==> config.mk <==
export PLATFORM = sky130hd
export DESIGN_NAME = smbus_host_regs
export DESIGN_NICKNAME = d
export VERILOG_FILES = /design/src/rtl/smbh_pkg.sv /design/src/rtl/smbh_aux_reg.sv /design/src/rtl/smbh_ctl_reg.sv /design/src/rtl/smbh_sts_reg.sv /design/src/rtl/smbus_host_regs.sv
export SDC_FILE = /design/constraint.sdc
export NUM_CORES = 1
export LEC_CHECK = 0
export CORE_MARGIN = 2
export CORE_UTILIZATION = 40
export DETAILED_ROUTE_END_ITERATION = 12
export PLACE_DENSITY_LB_ADDON = 0.08
export SLEW_MARGIN = 20
export SYNTH_ARGS = -nofsm -noshare
export SYNTH_HDL_FRONTEND = slang
export SYNTH_HIERARCHICAL = 1
export SYNTH_SLANG_ARGS = --single-unit
==> constraint.sdc <==
create_clock -name clk -period 3.9 [get_ports clk]
set_input_delay 0.78 -clock clk [delete_from_list [all_inputs] [get_ports clk]]
set_output_delay 0.78 -clock clk [all_outputs]
set_load 0.1 [all_outputs]
==> src/rtl/smbh_pkg.sv <==
package smbh_pkg;
    localparam int REG_W  = 8;
    localparam int ADDR_W = 2;
    localparam int CMD_W  = 4;

    localparam logic [ADDR_W-1:0] A_STS = 2'd0;
    localparam logic [ADDR_W-1:0] A_CTL = 2'd1;
    localparam logic [ADDR_W-1:0] A_AUX = 2'd2;

    // status bit positions (software decodes these)
    localparam int S_BUSY  = 0;
    localparam int S_INTR  = 1;
    localparam int S_DEV   = 2;
    localparam int S_COLL  = 3;
    localparam int S_FAIL  = 4;
    localparam int S_ALERT = 5;
    localparam int S_INUSE = 6;
    localparam int S_BYTE  = 7;

    // control bit positions
    localparam int C_KILL  = 1;
    localparam int C_CMDLO = 2;
    localparam int C_START = 6;
    localparam int C_PEC   = 7;

    localparam logic [REG_W-1:0] READY_MASK = 8'h9F;
    localparam logic [REG_W-1:0] FATAL_MASK = 8'h1E;

    typedef struct packed {
        logic [REG_W-1:0] flags;
        logic             pec_act;
    } sts_state_t;

    typedef struct packed {
        logic             pec;
        logic [CMD_W-1:0] cmd;
        logic             kill;
        logic [CMD_W-1:0] xcmd;
        logic             req;
        logic             abort;
    } ctl_state_t;

    typedef struct packed {
        logic crc;
        logic blk;
    } aux_state_t;
endpackage

==> src/rtl/smbh_aux_reg.sv <==
module smbh_aux_reg
    import smbh_pkg::*;
#(
    parameter bit BLOCK_BUF_PRESENT = 1'b1
) (
    input  logic             clk,
    input  logic             rst_n,
    input  logic             wr_aux,
    input  logic [REG_W-1:0] wdata,
    output logic             crc_en,
    output logic             blk_en
);
    aux_state_t st_d, st_q;

    always_comb begin
        st_d = st_q;
        if (wr_aux) begin
            st_d.crc = wdata[0];
            st_d.blk = BLOCK_BUF_PRESENT ? wdata[1] : 1'b0;
        end
    end

    always_ff @(posedge clk or negedge rst_n) begin
        if (!rst_n) st_q <= '0;
        else        st_q <= st_d;
    end

    assign crc_en = st_q.crc;
    assign blk_en = st_q.blk;

    generate
        if (!BLOCK_BUF_PRESENT) begin : g_noblk
            assert_noblk_R9: assert property (@(posedge clk) disable iff (!rst_n)
                !blk_en);
        end
    endgenerate

    assert_aux_wr_R9: assert property (@(posedge clk) disable iff (!rst_n)
        wr_aux |=> (crc_en == $past(wdata[0])));
endmodule

==> src/rtl/smbh_ctl_reg.sv <==
module smbh_ctl_reg
    import smbh_pkg::*;
(
    input  logic             clk,
    input  logic             rst_n,
    input  logic             wr_ctl,
    input  logic [REG_W-1:0] wdata,
    input  logic             busy_i,
    input  logic             aux_crc_i,
    output logic             launch,
    output logic             launch_pec,
    output logic             kill_fire,
    output logic [REG_W-1:0] ctl_rd,
    output logic             pec_req,
    output logic [CMD_W-1:0] xcmd,
    output logic             req,
    output logic             abort
);
    ctl_state_t st_d, st_q;

    always_comb begin
        launch     = wr_ctl && wdata[C_START] && !busy_i && !wdata[C_KILL];
        launch_pec = wdata[C_PEC] && aux_crc_i;
        kill_fire  = wr_ctl && wdata[C_KILL] && busy_i;

        st_d       = st_q;
        st_d.req   = launch;
        st_d.abort = kill_fire;
        if (wr_ctl) begin
            st_d.pec  = wdata[C_PEC];
            st_d.cmd  = wdata[C_CMDLO +: CMD_W];
            st_d.kill = wdata[C_KILL];
        end
        if (launch) st_d.xcmd = wdata[C_CMDLO +: CMD_W];
    end

    always_ff @(posedge clk or negedge rst_n) begin
        if (!rst_n) st_q <= '0;
        else        st_q <= st_d;
    end

    always_comb begin
        ctl_rd                   = '0;
        ctl_rd[C_PEC]            = st_q.pec;
        ctl_rd[C_CMDLO +: CMD_W] = st_q.cmd;
        ctl_rd[C_KILL]           = st_q.kill;
    end

    assign pec_req = st_q.pec;
    assign xcmd    = st_q.xcmd;
    assign req     = st_q.req;
    assign abort   = st_q.abort;

    assert_req_pulse_R2: assert property (@(posedge clk) disable iff (!rst_n)
        req |=> !req);
    assert_req_idle_R3: assert property (@(posedge clk) disable iff (!rst_n)
        $rose(req) |-> !$past(busy_i));
    assert_abort_pulse_R6: assert property (@(posedge clk) disable iff (!rst_n)
        abort |=> !abort);
endmodule

==> src/rtl/smbh_sts_reg.sv <==
module smbh_sts_reg
    import smbh_pkg::*;
(
    input  logic             clk,
    input  logic             rst_n,
    input  logic             wr_sts,
    input  logic             rd_sts,
    input  logic [REG_W-1:0] wdata,
    input  logic             launch,
    input  logic             launch_pec,
    input  logic             kill_fire,
    input  logic             eng_done,
    input  logic             eng_dev_err,
    input  logic             eng_coll,
    input  logic             eng_byte_done,
    input  logic             eng_pec_done,
    input  logic             eng_alert,
    output logic [REG_W-1:0] flags,
    output logic             busy
);
    sts_state_t st_d, st_q;
    logic       ending, clean_end;

    always_comb begin
        ending    = st_q.flags[S_BUSY] && eng_done && !kill_fire;
        clean_end = ending && !eng_dev_err && !eng_coll;

        st_d = st_q;
        // write-one-to-clear, host-busy excluded
        if (wr_sts) st_d.flags[REG_W-1:1] = st_q.flags[REG_W-1:1] & ~wdata[REG_W-1:1];

        // sets take priority over clears in the same cycle
        if (st_q.flags[S_BUSY] && eng_byte_done) st_d.flags[S_BYTE] = 1'b1;
        if (st_q.flags[S_BUSY] && eng_dev_err)   st_d.flags[S_DEV]  = 1'b1;
        if (st_q.flags[S_BUSY] && eng_coll)      st_d.flags[S_COLL] = 1'b1;
        if (eng_alert)                           st_d.flags[S_ALERT] = 1'b1;
        if (kill_fire)                           st_d.flags[S_FAIL] = 1'b1;
        if (rd_sts && !st_q.flags[S_INUSE])      st_d.flags[S_INUSE] = 1'b1;

        if (clean_end && !st_q.pec_act)          st_d.flags[S_INTR] = 1'b1;
        if (st_q.pec_act && eng_pec_done)        st_d.flags[S_INTR] = 1'b1;

        if (launch)         st_d.flags[S_BUSY] = 1'b1;
        else if (kill_fire) st_d.flags[S_BUSY] = 1'b0;
        else if (ending)    st_d.flags[S_BUSY] = 1'b0;

        if (launch)                                st_d.pec_act = launch_pec;
        else if (kill_fire)                        st_d.pec_act = 1'b0;
        else if (ending && !clean_end)             st_d.pec_act = 1'b0;
        else if (st_q.pec_act && eng_pec_done)     st_d.pec_act = 1'b0;
    end

    always_ff @(posedge clk or negedge rst_n) begin
        if (!rst_n) st_q <= '0;
        else        st_q <= st_d;
    end

    assign flags = st_q.flags;
    assign busy  = st_q.flags[S_BUSY];

    assert_busy_rise_R2: assert property (@(posedge clk) disable iff (!rst_n)
        $rose(busy) |-> $past(launch));
    assert_kill_stops_R6: assert property (@(posedge clk) disable iff (!rst_n)
        kill_fire |=> (!busy && flags[S_FAIL]));
    assert_err_no_intr_R5: assert property (@(posedge clk) disable iff (!rst_n)
        (busy && eng_done && eng_dev_err && !flags[S_INTR] && !eng_pec_done)
        |=> !flags[S_INTR]);
    assert_w1c_fail_R7: assert property (@(posedge clk) disable iff (!rst_n)
        (wr_sts && wdata[S_FAIL] && !kill_fire) |=> !flags[S_FAIL]);
    assert_inuse_set_R10: assert property (@(posedge clk) disable iff (!rst_n)
        (rd_sts && !flags[S_INUSE]) |=> flags[S_INUSE]);
endmodule

==> src/rtl/smbus_host_regs.sv <==
module smbus_host_regs
    import smbh_pkg::*;
#(
    parameter bit BLOCK_BUF_PRESENT = 1'b1
) (
    input  logic              clk,
    input  logic              rst_n,
    input  logic              reg_wr,
    input  logic              reg_rd,
    input  logic [ADDR_W-1:0] reg_addr,
    input  logic [REG_W-1:0]  reg_wdata,
    output logic [REG_W-1:0]  reg_rdata,
    output logic              eng_req,
    output logic [CMD_W-1:0]  eng_cmd,
    output logic              eng_pec_en,
    output logic              eng_blkbuf_en,
    output logic              eng_abort,
    input  logic              eng_done,
    input  logic              eng_dev_err,
    input  logic              eng_coll,
    input  logic              eng_byte_done,
    input  logic              eng_pec_done,
    input  logic              eng_alert,
    output logic              host_ready,
    output logic              xfer_fatal
);
    logic             wr_sts, rd_sts, wr_ctl, wr_aux;
    logic             launch, launch_pec, kill_fire, busy;
    logic             aux_crc, aux_blk, pec_req;
    logic [REG_W-1:0] sts_flags, ctl_rd;

    assign wr_sts = reg_wr && (reg_addr == A_STS);
    assign rd_sts = reg_rd && (reg_addr == A_STS);
    assign wr_ctl = reg_wr && (reg_addr == A_CTL);
    assign wr_aux = reg_wr && (reg_addr == A_AUX);

    smbh_aux_reg #(.BLOCK_BUF_PRESENT(BLOCK_BUF_PRESENT)) u_aux (
        .clk(clk), .rst_n(rst_n), .wr_aux(wr_aux), .wdata(reg_wdata),
        .crc_en(aux_crc), .blk_en(aux_blk)
    );

    smbh_ctl_reg u_ctl (
        .clk(clk), .rst_n(rst_n), .wr_ctl(wr_ctl), .wdata(reg_wdata),
        .busy_i(busy), .aux_crc_i(aux_crc),
        .launch(launch), .launch_pec(launch_pec), .kill_fire(kill_fire),
        .ctl_rd(ctl_rd), .pec_req(pec_req), .xcmd(eng_cmd),
        .req(eng_req), .abort(eng_abort)
    );

    smbh_sts_reg u_sts (
        .clk(clk), .rst_n(rst_n), .wr_sts(wr_sts), .rd_sts(rd_sts),
        .wdata(reg_wdata), .launch(launch), .launch_pec(launch_pec),
        .kill_fire(kill_fire), .eng_done(eng_done), .eng_dev_err(eng_dev_err),
        .eng_coll(eng_coll), .eng_byte_done(eng_byte_done),
        .eng_pec_done(eng_pec_done), .eng_alert(eng_alert),
        .flags(sts_flags), .busy(busy)
    );

    always_comb begin
        unique case (reg_addr)
            A_STS:   reg_rdata = sts_flags;
            A_CTL:   reg_rdata = ctl_rd;
            A_AUX:   reg_rdata = {{(REG_W-2){1'b0}}, aux_blk, aux_crc};
            default: reg_rdata = '0;
        endcase
    end

    assign eng_pec_en    = pec_req && aux_crc;
    assign eng_blkbuf_en = aux_blk;
    assign host_ready    = (sts_flags & READY_MASK) == '0;
    assign xfer_fatal    = |(sts_flags & FATAL_MASK);

    assert_ready_busy_R12: assert property (@(posedge clk) disable iff (!rst_n)
        busy |-> !host_ready);
endmodule

==> flow_metrics.env, run 1 <==
export IMPL_final_cell_mix="clkdlybuf4s50_1 (27), dfrtp_1 (23), buf_4 (10), nor2_1 (9)"
export IMPL_first_pass_iters=8
export IMPL_min_period_over_period_pct=79.28
export IMPL_final_nets=152
export IMPL_status="complete, but fails checks"
export IMPL_p_seq_share_pct=36.9
export IMPL_globalplace_congestion=0.7012
export IMPL_postCtsSetupRepairBufs=0
export IMPL_grt_pass1_vias=860
export IMPL_routedWlPerCell_um=15.65
export IMPL_worst_r2r_endpoint="u_ctl/xcmd[1]$_DFFE_PN0P_"
export IMPL_peakVddDrop_mv=0.3183
export IMPL_wirelength_um=2535
export IMPL_ys_seq_area_share_pct=47.87
export IMPL_drc=5
export IMPL_fin_skew_ns=0.005072
export IMPL_critPathCaptureType="primary output"
export IMPL_worstHoldPathType="in2async"
export IMPL_clkTransAtPathRegs_ns=0.13
export IMPL_crit_buf_inv=2
export IMPL_clock_sinks=23
export IMPL_grt_use_total_pct=16.08
export IMPL_num_vias=830
export IMPL_syn_to_final_growth_pct=26.85
export IMPL_h_tree_depth=1
export IMPL_portBuffers=37
export IMPL_path_max_fanout=12
export IMPL_r2r_cells=2
export IMPL_layout_commonest_cell="clkdlybuf4s50_1"
export IMPL_fp_row_count=19
export IMPL_netlist_instances=102
export IMPL_insertion_delay_ns=0.32
export IMPL_dieWidth_um=58.83
export IMPL_ios=38
export IMPL_period_minus_slack_ns=3.092
export IMPL_multi_input_area_um2=514.2
export IMPL_grt_max_degree=24
export IMPL_p_int_uw=436.1
export IMPL_regToRegSetupSlack_ns=2.30
export IMPL_cp_slowest_stage_delay_ns=0.85
export IMPL_ys_warn_count=6
export IMPL_tightest_slew_ns=0.9656
export IMPL_die_area_um2=3460
export IMPL_violations="design-rule violations"
export IMPL_crit_type="in2out"
export IMPL_cts_made_buffers=3
export IMPL_first_iter_violations=30
export IMPL_critPathLaunchType="input port"
export IMPL_diodes=0
export IMPL_netSwitchingFraction_pct=47.11
export IMPL_hold_viol_final=0
export IMPL_cts_tree="yes"
export IMPL_slowest_stage="clkdlybuf4s50_1"
export IMPL_place_hpwl_um=1881
export IMPL_ctsResizeCount=0
export IMPL_drt_vias_per_instance=5.123
export IMPL_crit_path_start="reg_addr[0]"
export IMPL_root_buffer="clkbuf_4"
export IMPL_crit_required_ns=3.12
export IMPL_final_cells=162
export IMPL_worstPathCellList="clkdlybuf4s50_1 > mux2i_1 > o2bb2ai_1 > buf_12"
export IMPL_synth_area_um2=1202
export IMPL_fin_ws_ns=0.8082
export IMPL_avgSynthCellArea_um2=11.79
export IMPL_setup_viol=0
export IMPL_ctsHoldBuffers=0
export IMPL_p_comb_share_pct=49.3
export IMPL_p_total_uw=824.5
export IMPL_fill_cells=267
export IMPL_r2r_start="u_sts/flags[0]$_DFFE_PN0P_"
export IMPL_power_density_nw_per_um2=540.6
export IMPL_grt_pass1_wl_um=4119
export IMPL_overflow=0
export IMPL_rsz0062_at_grt="false"
export IMPL_arrival_ns=2.31
export IMPL_layout_area_seq_um2=575.6
export IMPL_ys_types=31
export IMPL_p_leak_nw=0.6787
export IMPL_relSlewSlack_pct=35.43
export IMPL_final_max_slew_viol_count=0
export IMPL_die_y_um=58.83
export IMPL_antenna_found_initial=0
export IMPL_drv_cap=0
export IMPL_hold_slack_ns=0.4205
export IMPL_initial_utilization_pct=42.86
export IMPL_layout_drive_gt1_share_pct=22.90
export IMPL_dp_slack_ns=0.8170
export IMPL_power_share_clock_pct=13.7
export IMPL_cp_top_family="buffers and inverters"
export IMPL_placed_cells_incl_taps=158
export IMPL_drtAntennaViolNets=0
export IMPL_fmax_mhz=323.4
export IMPL_coreArea_um2=2805
export IMPL_clk_path_buf_depth=2
export IMPL_yosys_register_bits=23
export IMPL_fin_setup_tns_ns=0
export IMPL_p_switching_uw=388.4
power groups by stage:
| stage | registers (mW) | logic, mW | clock network [mW] |
|---|---|---|---|
| 2_1_floorplan | 0.389 | 0.246 | 0 |
| 4_1_cts | 0.305 | 0.410 | 0.117 |
| 3_5_place_dp | 0.309 | 0.409 | 0 |
| 5_1_grt | 0.310 | 0.421 | 0.130 |
| 6_report | 0.304 | 0.407 | 0.113 |
| 3_3_place_gp | 0.309 | 0.406 | 0 |
sequential cells by signal, summed over array words and instances (netlist names):
signal,cells
u_sts/flags,8
u_ctl/ctl_rd,5
u_ctl/xcmd,4
u_aux/blk_en,1
u_aux/crc_en,1
u_ctl/abort,1
u_ctl/pec_req,1
u_ctl/req,1
u_sts/st_q,1
Yosys cell counts (all sizes together):
cell type	count	area share (%)
a21o	2	1.2
a22o	3	2.3
a22oi	1	0.62
a31oi	1	0.52
and2	3	1.6
and3	1	0.52
buf	14	9.4
clkbuf	1	0.31
conb	1	0.31
dfrtp	23	48
mux2	12	12
mux2i	8	6.7
nand2	8	2.5
nand2b	1	0.52
nand3	1	0.42
nor2	9	2.8
nor2b	1	0.52
nor3	1	0.83
nor3b	2	1.2
nor4bb	1	2.1
o211ai	1	0.62
o21ai	2	0.83
o21bai	1	0.62
o2bb2ai	2	1.5
or4	1	0.94
or4b	1	0.83
per-stage QoR:
step                utilization (%)  instance area [µm²]
floorplan                         -                 1206
global placement              53.61                 1504
detailed placement            53.61                 1504
CTS                           54.55                 1530
global route                  54.37                 1525
finish                        54.37                 1525
cell type report:
| class | instances | area share (%) |
|---|---|---|
| sequential | 23 | 37.74 |
| multi-input combinational | 65 | 33.72 |
| timing repair buffer | 39 | 24.28 |
| tap | 31 | 2.543 |
| clock buffer | 4 | 1.723 |
how the worst max path moves through the flow:
stage | to | slack (ns) | cells after the start
global route | reg_rdata[1] | 0.72 | 4
floorplan | reg_rdata[1] | 0.60 | 3
finish | reg_rdata[1] | 0.81 | 4
global placement | reg_rdata[1] | 0.85 | 4
CTS | reg_rdata[1] | 0.81 | 4
detailed placement | reg_rdata[1] | 0.82 | 4
layer usage:
metal / routed length (µm) / global-route usage, %
met5: 0 / 0
met3: 167 / 2.418
met1: 1175 / 21.94
met4: 25 / 6.818
met2: 1167 / 25.40
logic make-up after synthesis:
kind of cell    after synthesis  synth area share [%]
flops                        23                 47.87
mux                          20                 19.15
other cells                   1                0.3119
compound gates               13                 8.221
simple gates                 30                 14.78
buf+inv                      15                 9.677
Power figures use the tool's default switching activity.
==> run 2, diff against run 1 <==
==> constraint.sdc (replaced) <==
create_clock -name clk -period 3.1 [get_ports clk]
set_input_delay 0.62 -clock clk [delete_from_list [all_inputs] [get_ports clk]]
set_output_delay 0.62 -clock clk [all_outputs]
set_load 0.1 [all_outputs]
==> flow_metrics.env, run 2 (synthesis results as in run 1) <==
export IMPL_drtAntennaViolNets=0
export IMPL_crit_required_ns=2.48
export IMPL_final_max_slew_viol_count=0
export IMPL_layout_drive_gt1_share_pct=31.11
export IMPL_overflow=0
export IMPL_crit_type="in2out"
export IMPL_fin_setup_tns_ns=0
export IMPL_power_share_clock_pct=12.6
export IMPL_globalplace_congestion=0.7445
export IMPL_p_leak_nw=0.7352
export IMPL_final_nets=156
export IMPL_initial_utilization_pct=42.86
export IMPL_worstHoldPathType="reg2reg"
export IMPL_num_vias=829
export IMPL_gr_usage_met2_pct=26.67
export IMPL_diodes=0
export IMPL_critPathLaunchType="input port"
export IMPL_setup_viol=0
export IMPL_insertion_delay_ns=0.30
export IMPL_fp_row_count=19
export IMPL_first_iter_violations=19
export IMPL_die_y_um=58.83
export IMPL_slowest_stage="clkdlybuf4s50_1"
export IMPL_path_max_fanout=7
export IMPL_cp_top_family="buffers and inverters"
export IMPL_power_density_nw_per_um2=647.9
export IMPL_coreArea_um2=2805
export IMPL_p_seq_share_pct=36.3
export IMPL_postCtsSetupRepairBufs=0
export IMPL_cts_tree="yes"
export IMPL_clock_sinks=23
export IMPL_routedWlPerCell_um=14.80
export IMPL_drc=5
export IMPL_peakVddDrop_mv=0.3681
export IMPL_wirelength_um=2457
export IMPL_antenna_found_initial=0
export IMPL_grt_pass1_vias=871
export IMPL_placed_cells_incl_taps=162
export IMPL_drv_cap=0
export IMPL_grt_util_met1_pct=20.45
export IMPL_ios=38
export IMPL_status="complete, but fails checks"
export IMPL_ctsHoldBuffers=0
export IMPL_layout_commonest_cell="dfrtp_1"
export IMPL_critPathCaptureType="primary output"
export IMPL_grt_pass1_wl_um=4091
export IMPL_clkTransAtPathRegs_ns=0.12
export IMPL_cp_slowest_stage_delay_ns=0.63
export IMPL_violations="design-rule violations"
export IMPL_h_tree_depth=1
export IMPL_grt_busiest_layer="met2"
export IMPL_root_buffer="clkbuf_4"
export IMPL_crit_buf_inv=3
export IMPL_die_area_um2=3460
export IMPL_final_cells=166
export IMPL_clk_path_buf_depth=2
export IMPL_period_minus_slack_ns=2.599
export IMPL_ctsResizeCount=0
export IMPL_drt_vias_per_instance=4.994
export IMPL_fin_skew_ns=0.003139
export IMPL_hold_viol_final=0
export IMPL_first_pass_iters=9
export IMPL_dieWidth_um=58.83
export IMPL_p_switching_uw=483.7
export IMPL_arrival_ns=1.98
export IMPL_netSwitchingFraction_pct=45.94
export IMPL_p_int_uw=569.3
export IMPL_portBuffers=37
export IMPL_worstPathCellList="clkdlybuf4s50_1 > buf_4 > mux2i_1 > nor2_1 > buf_12"
export IMPL_rsz0062_at_grt="false"
export IMPL_grt_max_degree=24
export IMPL_place_hpwl_um=1879
export IMPL_min_period_over_period_pct=83.83
export IMPL_grt_util_met3_pct=2.857
export IMPL_p_comb_share_pct=51.1
export IMPL_grt_use_total_pct=15.61
export IMPL_cts_made_buffers=3
export IMPL_syn_to_final_growth_pct=35.17
export IMPL_fmax_mhz=384.8
export IMPL_largest_reg_flops=8
export IMPL_final_cell_mix="dfrtp_1 (23), clkdlybuf4s50_1 (19), buf_4 (16), nor2_1 (9)"
-- run 2: cell types whose count changed in the layout (fill, tap and decap cells not counted), sizes merged --
cell	delta
clkdlybuf4s50	-8
buf	+12
-- run 2: layer usage --
layer  wire (µm)  vias up  part of all wire [%]
met5           0        -                     0
met4          15        0                  0.61
met3         160        2                   6.5
met2        1157       26                    47
met1        1124      390                    46
li1            -      411                     -
-- run 2: worst register-to-register path, delay by kind of cell (launching register included) --
family | cells | cell delay [ns]
AND/OR/NAND/NOR | 1 | 0.46
multiplexers | 1 | 0.30
buffers and inverters | 1 | 0.23
flip-flops | 1 | 0.53
-- run 2: metrics by stage --
step                      power [mW]  utilization [%]  setup slack, ns  instance area, µm²  hold slack, ns
after floorplan               0.7981                -          0.05928                1206          0.3244
after global placement        0.9263            57.00           0.5223                1599          0.4614
after detailed placement      0.9287            57.00           0.5138                1599          0.4875
after CTS                      1.065            57.94           0.4920                1625          0.5098
after global routing           1.099            57.94           0.4271                1625          0.5246
final                          1.053            57.94           0.5012                1625          0.5109
-- run 2: cell type report --
| cell class | count | area [µm²] |
|---|---|---|
| clock buffer | 4 | 26.28 |
| multi-input combinational | 65 | 514.2 |
| sequential | 23 | 575.6 |
| tap | 31 | 38.79 |
| timing repair buffer | 43 | 470.5 |
| fill | 243 | 1180 |
-- run 2: final timing paths --
path / startpoint / end / slack [ns] / cells after the start
setup reg to reg: u_sts/flags[0]$_DFFE_PN0P_ / u_ctl/xcmd[1]$_DFFE_PN0P_ / 1.48 / 3
min in group asynchronous: rst_n / u_ctl/req$_DFF_PN0_ / 0.66 / 2
setup / recovery: reg_addr[0] / reg_rdata[3] / 0.50 / 5
hold reg to reg: u_sts/flags[6]$_DFFE_PN0P_ / u_sts/flags[6]$_DFFE_PN0P_ / 0.51 / 1
hold / removal: u_sts/flags[6]$_DFFE_PN0P_ / u_sts/flags[6]$_DFFE_PN0P_ / 0.51 / 1
max in group asynchronous: rst_n / u_ctl/pec_req$_DFFE_PN0P_ / 2.22 / 2
-- run 2: power groups by stage --
stage	Clock (mW)	Combinational (mW)	Sequential (mW)
after floorplan	0	0.309	0.489
after global placement	0	0.539	0.388
after detailed placement	0	0.540	0.389
after CTS	0.141	0.541	0.383
after global routing	0.150	0.559	0.390
final	0.133	0.538	0.382
